File: src/rtl/led_scan_pkg.sv
package led_scan_pkg;

  // Position index width carried between control and datapath (up to 16 positions).
  localparam int SCAN_IDX_W = 4;

  typedef struct packed {
    logic [SCAN_IDX_W-1:0] digitIdx; // position being scanned
    logic                  lit;      // past the dark gap of the slot
  } scanStrobe_t;

  // Seven-segment shape, bit 0 = a .. bit 6 = g; codes above 9 stay dark.
  function automatic logic [6:0] segShape(input logic [3:0] code);
    logic [6:0] s;
    case (code)
      4'd0: s = 7'h3F;
      4'd1: s = 7'h06;
      4'd2: s = 7'h5B;
      4'd3: s = 7'h4F;
      4'd4: s = 7'h66;
      4'd5: s = 7'h6D;
      4'd6: s = 7'h7D;
      4'd7: s = 7'h07;
      4'd8: s = 7'h7F;
      4'd9: s = 7'h6F;
      default: s = 7'h00;
    endcase
    return s;
  endfunction

endpackage

File: src/rtl/led_scan_ctrl.sv
module led_scan_ctrl
  import led_scan_pkg::*;
#(
  parameter int NUM_DIGITS = 8,
  parameter int SLOT_TICKS = 250,
  parameter int GAP_TICKS  = 6
) (
  input  logic        clk,
  input  logic        rst_n,
  input  logic        tick,
  output scanStrobe_t strobe
);

  localparam int CNT_W = (SLOT_TICKS > 1) ? $clog2(SLOT_TICKS) : 1;
  localparam logic [CNT_W-1:0] SLOT_LAST = CNT_W'(SLOT_TICKS - 1);
  localparam logic [CNT_W-1:0] GAP_END   = CNT_W'(GAP_TICKS);
  localparam logic [SCAN_IDX_W-1:0] TOP_IDX = SCAN_IDX_W'(NUM_DIGITS - 1);

  logic [CNT_W-1:0]      tickCnt;
  logic [SCAN_IDX_W-1:0] digitIdx;

  always_ff @(posedge clk or negedge rst_n) begin
    if (!rst_n) begin
      tickCnt  <= '0;
      digitIdx <= TOP_IDX;
    end else if (tick) begin
      if (tickCnt == SLOT_LAST) begin
        tickCnt  <= '0;
        digitIdx <= (digitIdx == '0) ? TOP_IDX : digitIdx - 1'b1;
      end else begin
        tickCnt <= tickCnt + 1'b1;
      end
    end
  end

  always_comb begin
    strobe.digitIdx = digitIdx;
    strobe.lit      = (tickCnt >= GAP_END);
  end

  // scan state moves only on a tick
  a_r2_hold_without_tick: assert property (@(posedge clk) disable iff (!rst_n)
    !tick |=> $stable(digitIdx) && $stable(tickCnt));

  // a slot always opens dark
  a_r3_slot_opens_dark: assert property (@(posedge clk) disable iff (!rst_n)
    (digitIdx != $past(digitIdx)) |-> (GAP_TICKS == 0) || !strobe.lit);

endmodule

File: src/rtl/led_scan_dpath.sv
module led_scan_dpath
  import led_scan_pkg::*;
#(
  parameter int NUM_DIGITS  = 8,
  parameter bit ACTIVE_HIGH = 1'b1
) (
  input  logic                          clk,
  input  logic                          rst_n,
  input  scanStrobe_t                   strobe,
  input  logic [4*NUM_DIGITS-1:0]       digitsIn,
  input  logic [$clog2(NUM_DIGITS)-1:0] dpPos,
  input  logic                          overflow,
  input  logic                          dispTest,
  input  logic                          dispOff,
  output logic [NUM_DIGITS-1:0]         digitEn,
  output logic [6:0]                    segOut,
  output logic                          dpOut,
  output logic [3:0]                    bcdOut
);

  localparam int IDX_W = $clog2(NUM_DIGITS);
  localparam logic INV = !ACTIVE_HIGH;
  localparam logic [IDX_W-1:0] MSD_IDX = IDX_W'(NUM_DIGITS - 1);

  logic [NUM_DIGITS-1:0] zeroFrom;  // this and all higher positions are 0
  logic [NUM_DIGITS-1:0] blankPos;

  for (genvar i = 0; i < NUM_DIGITS; i++) begin : g_blank
    logic isZero;
    assign isZero = (digitsIn[4*i +: 4] == 4'd0);
    if (i == NUM_DIGITS - 1) begin : g_top
      assign zeroFrom[i] = isZero;
    end else begin : g_lower
      assign zeroFrom[i] = isZero && zeroFrom[i+1];
    end
    assign blankPos[i] = zeroFrom[i] && (IDX_W'(i) > dpPos) && !overflow;
  end

  logic [IDX_W-1:0]      curIdx;
  logic [3:0]            curCode;
  logic                  driveOn;
  logic [NUM_DIGITS-1:0] digAct;
  logic [6:0]            segAct;
  logic                  dpAct;

  always_comb begin
    curIdx  = IDX_W'(strobe.digitIdx);
    curCode = digitsIn[4*int'(curIdx) +: 4];
    driveOn = strobe.lit && !dispOff;
    digAct  = driveOn ? (NUM_DIGITS'(1) << curIdx) : '0;
    if (!driveOn)              segAct = 7'h00;
    else if (dispTest)         segAct = 7'h7F;
    else if (blankPos[curIdx]) segAct = 7'h00;
    else                       segAct = segShape(curCode);
    dpAct = driveOn && (dispTest || (curIdx == dpPos) ||
                        (overflow && (curIdx == MSD_IDX)));
  end

  always_ff @(posedge clk or negedge rst_n) begin
    if (!rst_n) begin
      digitEn <= {NUM_DIGITS{INV}};
      segOut  <= {7{INV}};
      dpOut   <= INV;
      bcdOut  <= 4'd0;
    end else begin
      digitEn <= digAct ^ {NUM_DIGITS{INV}};
      segOut  <= segAct ^ {7{INV}};
      dpOut   <= dpAct ^ INV;
      bcdOut  <= curCode;
    end
  end

  logic [NUM_DIGITS-1:0] digSeen;
  logic [6:0]            segSeen;
  logic                  dpSeen;
  assign digSeen = digitEn ^ {NUM_DIGITS{INV}};
  assign segSeen = segOut ^ {7{INV}};
  assign dpSeen  = dpOut ^ INV;

  // the scan index never leaves the populated positions
  a_r2_idx_range: assert property (@(posedge clk) disable iff (!rst_n)
    strobe.digitIdx < SCAN_IDX_W'(NUM_DIGITS));

  // at most one strobe at a time
  a_r3_one_strobe: assert property (@(posedge clk) disable iff (!rst_n)
    $onehot0(digSeen));

  // a dark gap from the control leaves every drive line dark
  a_r3_gap_dark: assert property (@(posedge clk) disable iff (!rst_n)
    !strobe.lit |=> (digSeen == '0) && (segSeen == '0) && !dpSeen);

  // display off darkens everything on the next edge
  a_r11_off_dark: assert property (@(posedge clk) disable iff (!rst_n)
    dispOff |=> (digSeen == '0) && (segSeen == '0) && !dpSeen);

  // overflow lights the point during the most significant position
  a_r9_overflow_point: assert property (@(posedge clk) disable iff (!rst_n)
    (overflow && !dispOff && strobe.lit && (strobe.digitIdx == SCAN_IDX_W'(NUM_DIGITS-1)))
      |=> dpSeen);

endmodule

File: src/rtl/led_scan_top.sv
module led_scan_top
  import led_scan_pkg::*;
#(
  parameter int NUM_DIGITS  = 8,
  parameter int SLOT_TICKS  = 250,
  parameter int GAP_TICKS   = 6,
  parameter bit ACTIVE_HIGH = 1'b1
) (
  input  logic                          clk,
  input  logic                          rst_n,
  input  logic                          tick,
  input  logic [4*NUM_DIGITS-1:0]       digitsIn,
  input  logic [$clog2(NUM_DIGITS)-1:0] dpPos,
  input  logic                          overflow,
  input  logic                          dispTest,
  input  logic                          dispOff,
  output logic [NUM_DIGITS-1:0]         digitEn,
  output logic [6:0]                    segOut,
  output logic                          dpOut,
  output logic [3:0]                    bcdOut
);

  scanStrobe_t strobe;

  led_scan_ctrl #(
    .NUM_DIGITS(NUM_DIGITS),
    .SLOT_TICKS(SLOT_TICKS),
    .GAP_TICKS (GAP_TICKS)
  ) u_ctrl (
    .clk   (clk),
    .rst_n (rst_n),
    .tick  (tick),
    .strobe(strobe)
  );

  led_scan_dpath #(
    .NUM_DIGITS (NUM_DIGITS),
    .ACTIVE_HIGH(ACTIVE_HIGH)
  ) u_dpath (
    .clk     (clk),
    .rst_n   (rst_n),
    .strobe  (strobe),
    .digitsIn(digitsIn),
    .dpPos   (dpPos),
    .overflow(overflow),
    .dispTest(dispTest),
    .dispOff (dispOff),
    .digitEn (digitEn),
    .segOut  (segOut),
    .dpOut   (dpOut),
    .bcdOut  (bcdOut)
  );

endmodule

File: config.mk
export PLATFORM = sky130hd
export DESIGN_NAME = led_scan_top
export DESIGN_NICKNAME = d
export VERILOG_FILES = /design/src/rtl/led_scan_pkg.sv /design/src/rtl/led_scan_ctrl.sv /design/src/rtl/led_scan_dpath.sv /design/src/rtl/led_scan_top.sv
export SDC_FILE = /design/constraint.sdc
export NUM_CORES = 1
export LEC_CHECK = 0
export ABC_CLOCK_PERIOD_IN_PS = 5580
export BUFFER_PORTS_ARGS = -buffer_cell sky130_fd_sc_hd__buf_2
export CORE_ASPECT_RATIO = 0.8
export CORE_UTILIZATION = 55
export DETAILED_ROUTE_END_ITERATION = 12
export PLACE_DENSITY = 0.85
export SETUP_SLACK_MARGIN = 0.2
export SLEW_MARGIN = 20
export SYNTH_ARGS = -nofsm -noshare
export SYNTH_HDL_FRONTEND = slang
export SYNTH_SLANG_ARGS = --single-unit
File: constraint.sdc
create_clock -name clk -period 5.58 [get_ports clk]
set_input_delay 0.279 -clock clk [delete_from_list [all_inputs] [get_ports clk]]
set_output_delay 0.279 -clock clk [all_outputs]
set_load 0.005 [all_outputs]
; ---- After elaboration in Yosys (flattened, before gate mapping)
; Memory sizes are Yosys's and may differ from the RTL's.
; Cells that the tools add are included.
[word_totals]
register_bits = 32
rom_bits = 112
in_bits = 41
output_inout_bits = 20
n_memories = 1
[op_classes]
add_sub_neg = 2
n_lt_le_gt_ge = 10
eq_ne = 3
shift = 2
n_mux = 8
n_reduce_logical = 40
[memory_table]
columns = memory, words, word_bits, rd, rd_ports_with_merged_regs, wr, line
row1 = (name not given), 16, 7, 1, 0, 0, led_scan_pkg.sv:14  ; case (code)
[ops]
columns = operator, count
row1 = $logic_not 4->1, 9
row2 = $shiftx 32x6->4, 1
row3 = $logic_and 1x1->1, 26
row4 = $mux 7, 3
row5 = $mux 8, 2
row6 = $gt 3x3->1 const A, 4
row7 = $add 8x1->8 const B, 1
row8 = $eq 8x8->1 const B, 1
row9 = $ge 8x3->1 const B, 1
row10 = $shl 1x3->8 const A, 1
row11 = $gt 1x3->1 const A, 2
row12 = $gt 2x3->1 const A, 2
row13 = $lt 3x4->1 const B, 1
row14 = $mux 4, 1
row15 = $sub 4x1->4 const B, 1
row16 = $bmux 1 s3, 1
row17 = $eq 3x3->1, 1
row18 = $eq 3x3->1 const B, 1
row19 = $logic_not 1->1, 2
row20 = $logic_or 1x1->1, 2
row21 = $reduce_and 2->1, 1
row22 = $mux 1, 1

; ---- Logic depth before layout (Yosys ltp)
[logic_depth]
word_depth = 15
ltp_mapped = 9

; ---- Hierarchy
; A second synthesis with hierarchy kept.
[hier_totals]
hier_cells = 195
area_unflattened_um2 = 2020.7
[modules_own_cells]
columns = module, n_inst, cells_per_inst, area_per_inst_um2
row1 = led_scan_dpath, 1, 127, 1351.3
row2 = led_scan_ctrl, 1, 68, 669.4

; ---- Worst setup path before layout
; No wires, ideal clock.
[synth_path]
path_type = register to register
from = register u_ctrl.digitIdx[0]
to = register u_dpath.segOut[3]
t_arrival_ns = 2.146
required_time_ns = 5.453
setup_slack_ns = 3.307
path_stages_with_launch = 10
path_buffers = 2
synth_period_minus_slack_ns = 2.273
cell_sequence = dfstp_2 -> buf_6 -> buf_12 -> mux4_1 -> mux2i_1 -> ha_1 -> inv_1 -> mux2i_1 -> o32ai_1 -> nor2_1
[synth_via]
elab_chain_cells = 5
elab_cells_between_ends = 7
cone_classes = shift: 1 / mux: 5 / memory: 1
[synth_lines]
columns = element, line
row1 = from (decl), led_scan_ctrl.sv:20  ; logic [SCAN_IDX_W-1:0] digitIdx;
row2 = from (signal assigned), led_scan_ctrl.sv:29  ; digitIdx <= (digitIdx == '0) ? TOP_IDX : digitIdx - 1'b1;
row3 = $shiftx 32x6->4 or $bmux 1 s3 (tied branches), "led_scan_dpath.sv:48, led_scan_dpath.sv:53"
row4 = $mem_v2 16x7 or $mux 1 (tied branches), n/a
row5 = $mux 7 (*), led_scan_dpath.sv:53  ; else if (blankPos[curIdx]) segAct = 7'h00;
row6 = $mux 7 (*), led_scan_dpath.sv:52  ; else if (dispTest) segAct = 7'h7F;
row7 = $mux 7 (*), led_scan_dpath.sv:51  ; if (!driveOn) segAct = 7'h00;
row8 = net u_dpath.segAct[3], led_scan_dpath.sv:43  ; logic [6:0] segAct;
row9 = to (signal assigned), led_scan_dpath.sv:62  ; segOut <= {7{INV}};
row10 = to (signal assigned), led_scan_dpath.sv:67  ; segOut <= segAct ^ {7{INV}};
row11 = to (decl), led_scan_dpath.sv:16  ; output logic [6:0] segOut,
; The timed path passes the listed nets; every way through them passes the cells marked *. The select of a mux whose other input is x is not followed.
; A chain may end at the register's enable or synchronous reset.

; ---- Worst setup path after layout
[layout_path]
from = register u_ctrl.digitIdx[0]
to = register u_dpath.segOut[1]
; The elaborated chain is that of the path after synthesis.

==> flow_metrics.env <==
export IMPL_status="finished clean"
export IMPL_regToRegStartpoint="u_ctrl.digitIdx[0]$_DFFE_PN1P_"
export IMPL_place_inst=279
export IMPL_critPathBufInv=1
export IMPL_area_growth_pct=19.3
export IMPL_portBuffers=60
export IMPL_worst_pin_slew_ns=0.692
export IMPL_switching_share_pct=31.0
export IMPL_crit_fanout=18
export IMPL_antenna_cells=0
export IMPL_wl_per_cell_um=15.2
export IMPL_final_common_cell="buf_2"
export IMPL_syn_inst=184
export IMPL_cts_buffers=5
export IMPL_ir_worst_vdd_mv=0.179
export IMPL_crit_chain="mux4_1, mux2i_1, ha_1, inv_1, a22oi_1, o31ai_1"
export IMPL_endpoint="u_dpath.segOut[1]$_DFF_PN0_"
export IMPL_post_route_util_pct=69.6
export IMPL_critical_path_class="reg -> reg"
export IMPL_cts_hold_buf=0
export IMPL_synth_seq_area_share_pct=39.7
export IMPL_first_global_vias=1574
export IMPL_grt_pass1_wl_um=7320
export IMPL_p_clk_share_pct=28.3
export IMPL_grt_total_usage_pct=24.1
export IMPL_dieHeight_um=56.3
export IMPL_synth_area_sq_mm=0.00202
export IMPL_cts_root_buf="clkbuf_8"
export IMPL_postSynth_asyncResetShare_pct=100
export IMPL_ant_nets=0
export IMPL_post_cts_setup_buffers=0
export IMPL_num_vias=1725
export IMPL_net_switching_power_mw=0.191
export IMPL_power_density_mw_per_mm2=255
export IMPL_ys_types=48
export IMPL_drtIter0Drc=81
export IMPL_placed_area_sq_mm=0.00233
export IMPL_finalNetCount=298
export IMPL_synth_edf_count=0
export IMPL_ctsResizeCount=0
export IMPL_design_area_sq_mm=0.00241
export IMPL_cts_tree="yes"
export IMPL_synth_yosys_warnings=0
export IMPL_period_share_pct=47.1
export IMPL_slowest_stage="dfstp_2"
export IMPL_synthesis_nets=238
export IMPL_rsz0062_at_grt="no"
export IMPL_end_kind="flop"
export IMPL_clk_pin_slew_ns=0.07
export IMPL_required_ns=5.76
export IMPL_finalHoldViolCount=0
export IMPL_post_route_min_period_ns=2.63
export IMPL_fin_cells=287
export IMPL_r2r_end="u_dpath.segOut[1]$_DFF_PN0_"
export IMPL_num_rows=19
export IMPL_intPower_mw=0.425
export IMPL_synth_top_area_share_pct=35.8
export IMPL_cts_max_level=2
export IMPL_layout_common_cells="60 x buf_2, 29 x dfrtp_1, 20 x nor2_1"
export IMPL_syn_area_per_cell_sq_um=11.0
export IMPL_power_mw=0.616
export IMPL_critPathLaunchType="flop"
export IMPL_synthFlopType="dfrtp_1"
export IMPL_place_congestion=0.923
export IMPL_power_combinational_fraction_pct=22.9
export IMPL_fin_hold_ws_ns=0.0358
export IMPL_synthTopCellsByArea="dfrtp_1 36%, mux4_1 10%, ha_1 8.0%, dfstp_2 3.9%, nor2_1 3.7%"
export IMPL_r2r_slack_ns=2.95
export IMPL_drc=0
export IMPL_firstDrtPassIters=4
export IMPL_arrival_ns=2.80
export IMPL_maxCapViolCount=0
export IMPL_cp_top_family="multiplexers"
export IMPL_ioPinCount=61
export IMPL_numClockSinks=32
export IMPL_die_w_um=69.8
export IMPL_reg2reg_depth=6
export IMPL_max_freq_mhz=381
export IMPL_cts_max_path_buffers=2
export IMPL_crit_cells=6
export IMPL_grt_max_degree=33
export IMPL_fin_skew_ns=0.00728
export IMPL_fin_tns_setup_ns=0
export IMPL_hold_path_class="in -> async"
export IMPL_worst_slack_ns=2.95
export IMPL_pwr_share_seq_pct=48.8
export IMPL_initial_core_util_pct=58.3
export IMPL_maxSlewViolCount=0
export IMPL_synth_top_area_cell="dfrtp_1"
export IMPL_drt_total_wl_um=4370
export IMPL_grt_overflow_total=0
export IMPL_place_ws_ns=3.00
export IMPL_insertion_delay_ns=0.28
export IMPL_vias_per_cell=6.01
export IMPL_ys_seq_elements=32
export IMPL_power_leakage_nw=1.19
export IMPL_drive_above_1_share_pct=31.8
export IMPL_hpwl_um=3280
export IMPL_core_sq_mm=0.00347
export IMPL_maxSlewHeadroom_pct=53.7
export IMPL_cp_startpoint="u_ctrl.digitIdx[0]$_DFFE_PN1P_"
export IMPL_antenna_found_initial=0
export IMPL_die_area_sq_mm=0.00393
export IMPL_crit_path_max_incr_delay_ns=0.77
export IMPL_finalSetupViolations=0
synth_stat cells (2+ instances only):
| cell type | instances |
|---|---|
| dfrtp_1 | 29 |
| o32ai_1 | 4 |
| mux2i_1 | 6 |
| buf_1 | 2 |
| o21ai_0 | 7 |
| xor2_1 | 2 |
| and2_1 | 5 |
| a22oi_1 | 2 |
| inv_1 | 10 |
| dfstp_2 | 3 |
| nand4_1 | 4 |
| xnor2_1 | 6 |
| or4_1 | 6 |
| clkbuf_1 | 3 |
| nor2_1 | 20 |
| nor3_1 | 5 |
| nand2b_1 | 3 |
| a211oi_1 | 2 |
| mux4_1 | 8 |
| o311ai_0 | 2 |
| nand2_1 | 9 |
| a21oi_1 | 2 |
| a31oi_1 | 3 |
| and3_1 | 4 |
| o31ai_1 | 2 |
| ha_1 | 13 |
area by class of cell:
cell class,instances,area [sq um]
clock buffer,5,68.8
multi-input combinational,134,1130
fill,264,1060
timing repair buffer,60,300
sequential,32,805
clock inverter,3,18.8
tap,42,52.6
inverter,11,41.3
sequential cells by signal (all words and copies together) (netlist names):
signal,flops
u_dpath.bcdOut,4
u_ctrl.digitIdx,4
u_dpath.segOut,7
u_dpath.digitEn,8
u_ctrl.tickCnt,8
u_dpath.dpOut,1
cells by family after synthesis:
group	count (synthesis)	synth area share (%)
buffers and inverters	18	4.51
XOR/XNOR	8	3.46
AO/OA/AOI/OAI	34	12.4
AND/OR/NAND/NOR	62	16.2
multiplexers	17	15.7
adder cells (fa/ha/maj)	13	8.03
flip-flops	32	39.7
power by group through the flow:
stage	logic, mW	registers [mW]	clock network, mW
6_report	0.141	0.301	0.174
5_1_grt	0.160	0.305	0.194
3_3_place_gp	0.135	0.302	0
4_1_cts	0.141	0.299	0.178
2_1_floorplan	0.0729	0.303	0
3_5_place_dp	0.140	0.304	0
worst min path at each step:
stage           from                             end  cells after the start
2_1_floorplan  rst_n  u_ctrl.digitIdx[3]$_DFFE_PN0P_                      0
3_3_place_gp   rst_n   u_ctrl.tickCnt[6]$_DFFE_PN0P_                      1
3_5_place_dp   rst_n    u_dpath.digitEn[4]$_DFF_PN0_                      1
4_1_cts        rst_n   u_ctrl.tickCnt[4]$_DFFE_PN0P_                      1
5_1_grt        rst_n    u_dpath.digitEn[7]$_DFF_PN0_                      1
6_report       rst_n    u_dpath.digitEn[2]$_DFF_PN0_                      1
metal layers:
metal	track usage (%)	vias up	wire length, um
li1	-	805	-
met1	34.0	812	2010
met2	34.8	101	1910
met3	6.82	7	377
met4	10.3	0	75
met5	0	-	0
(Power assumes the default switching activity.)
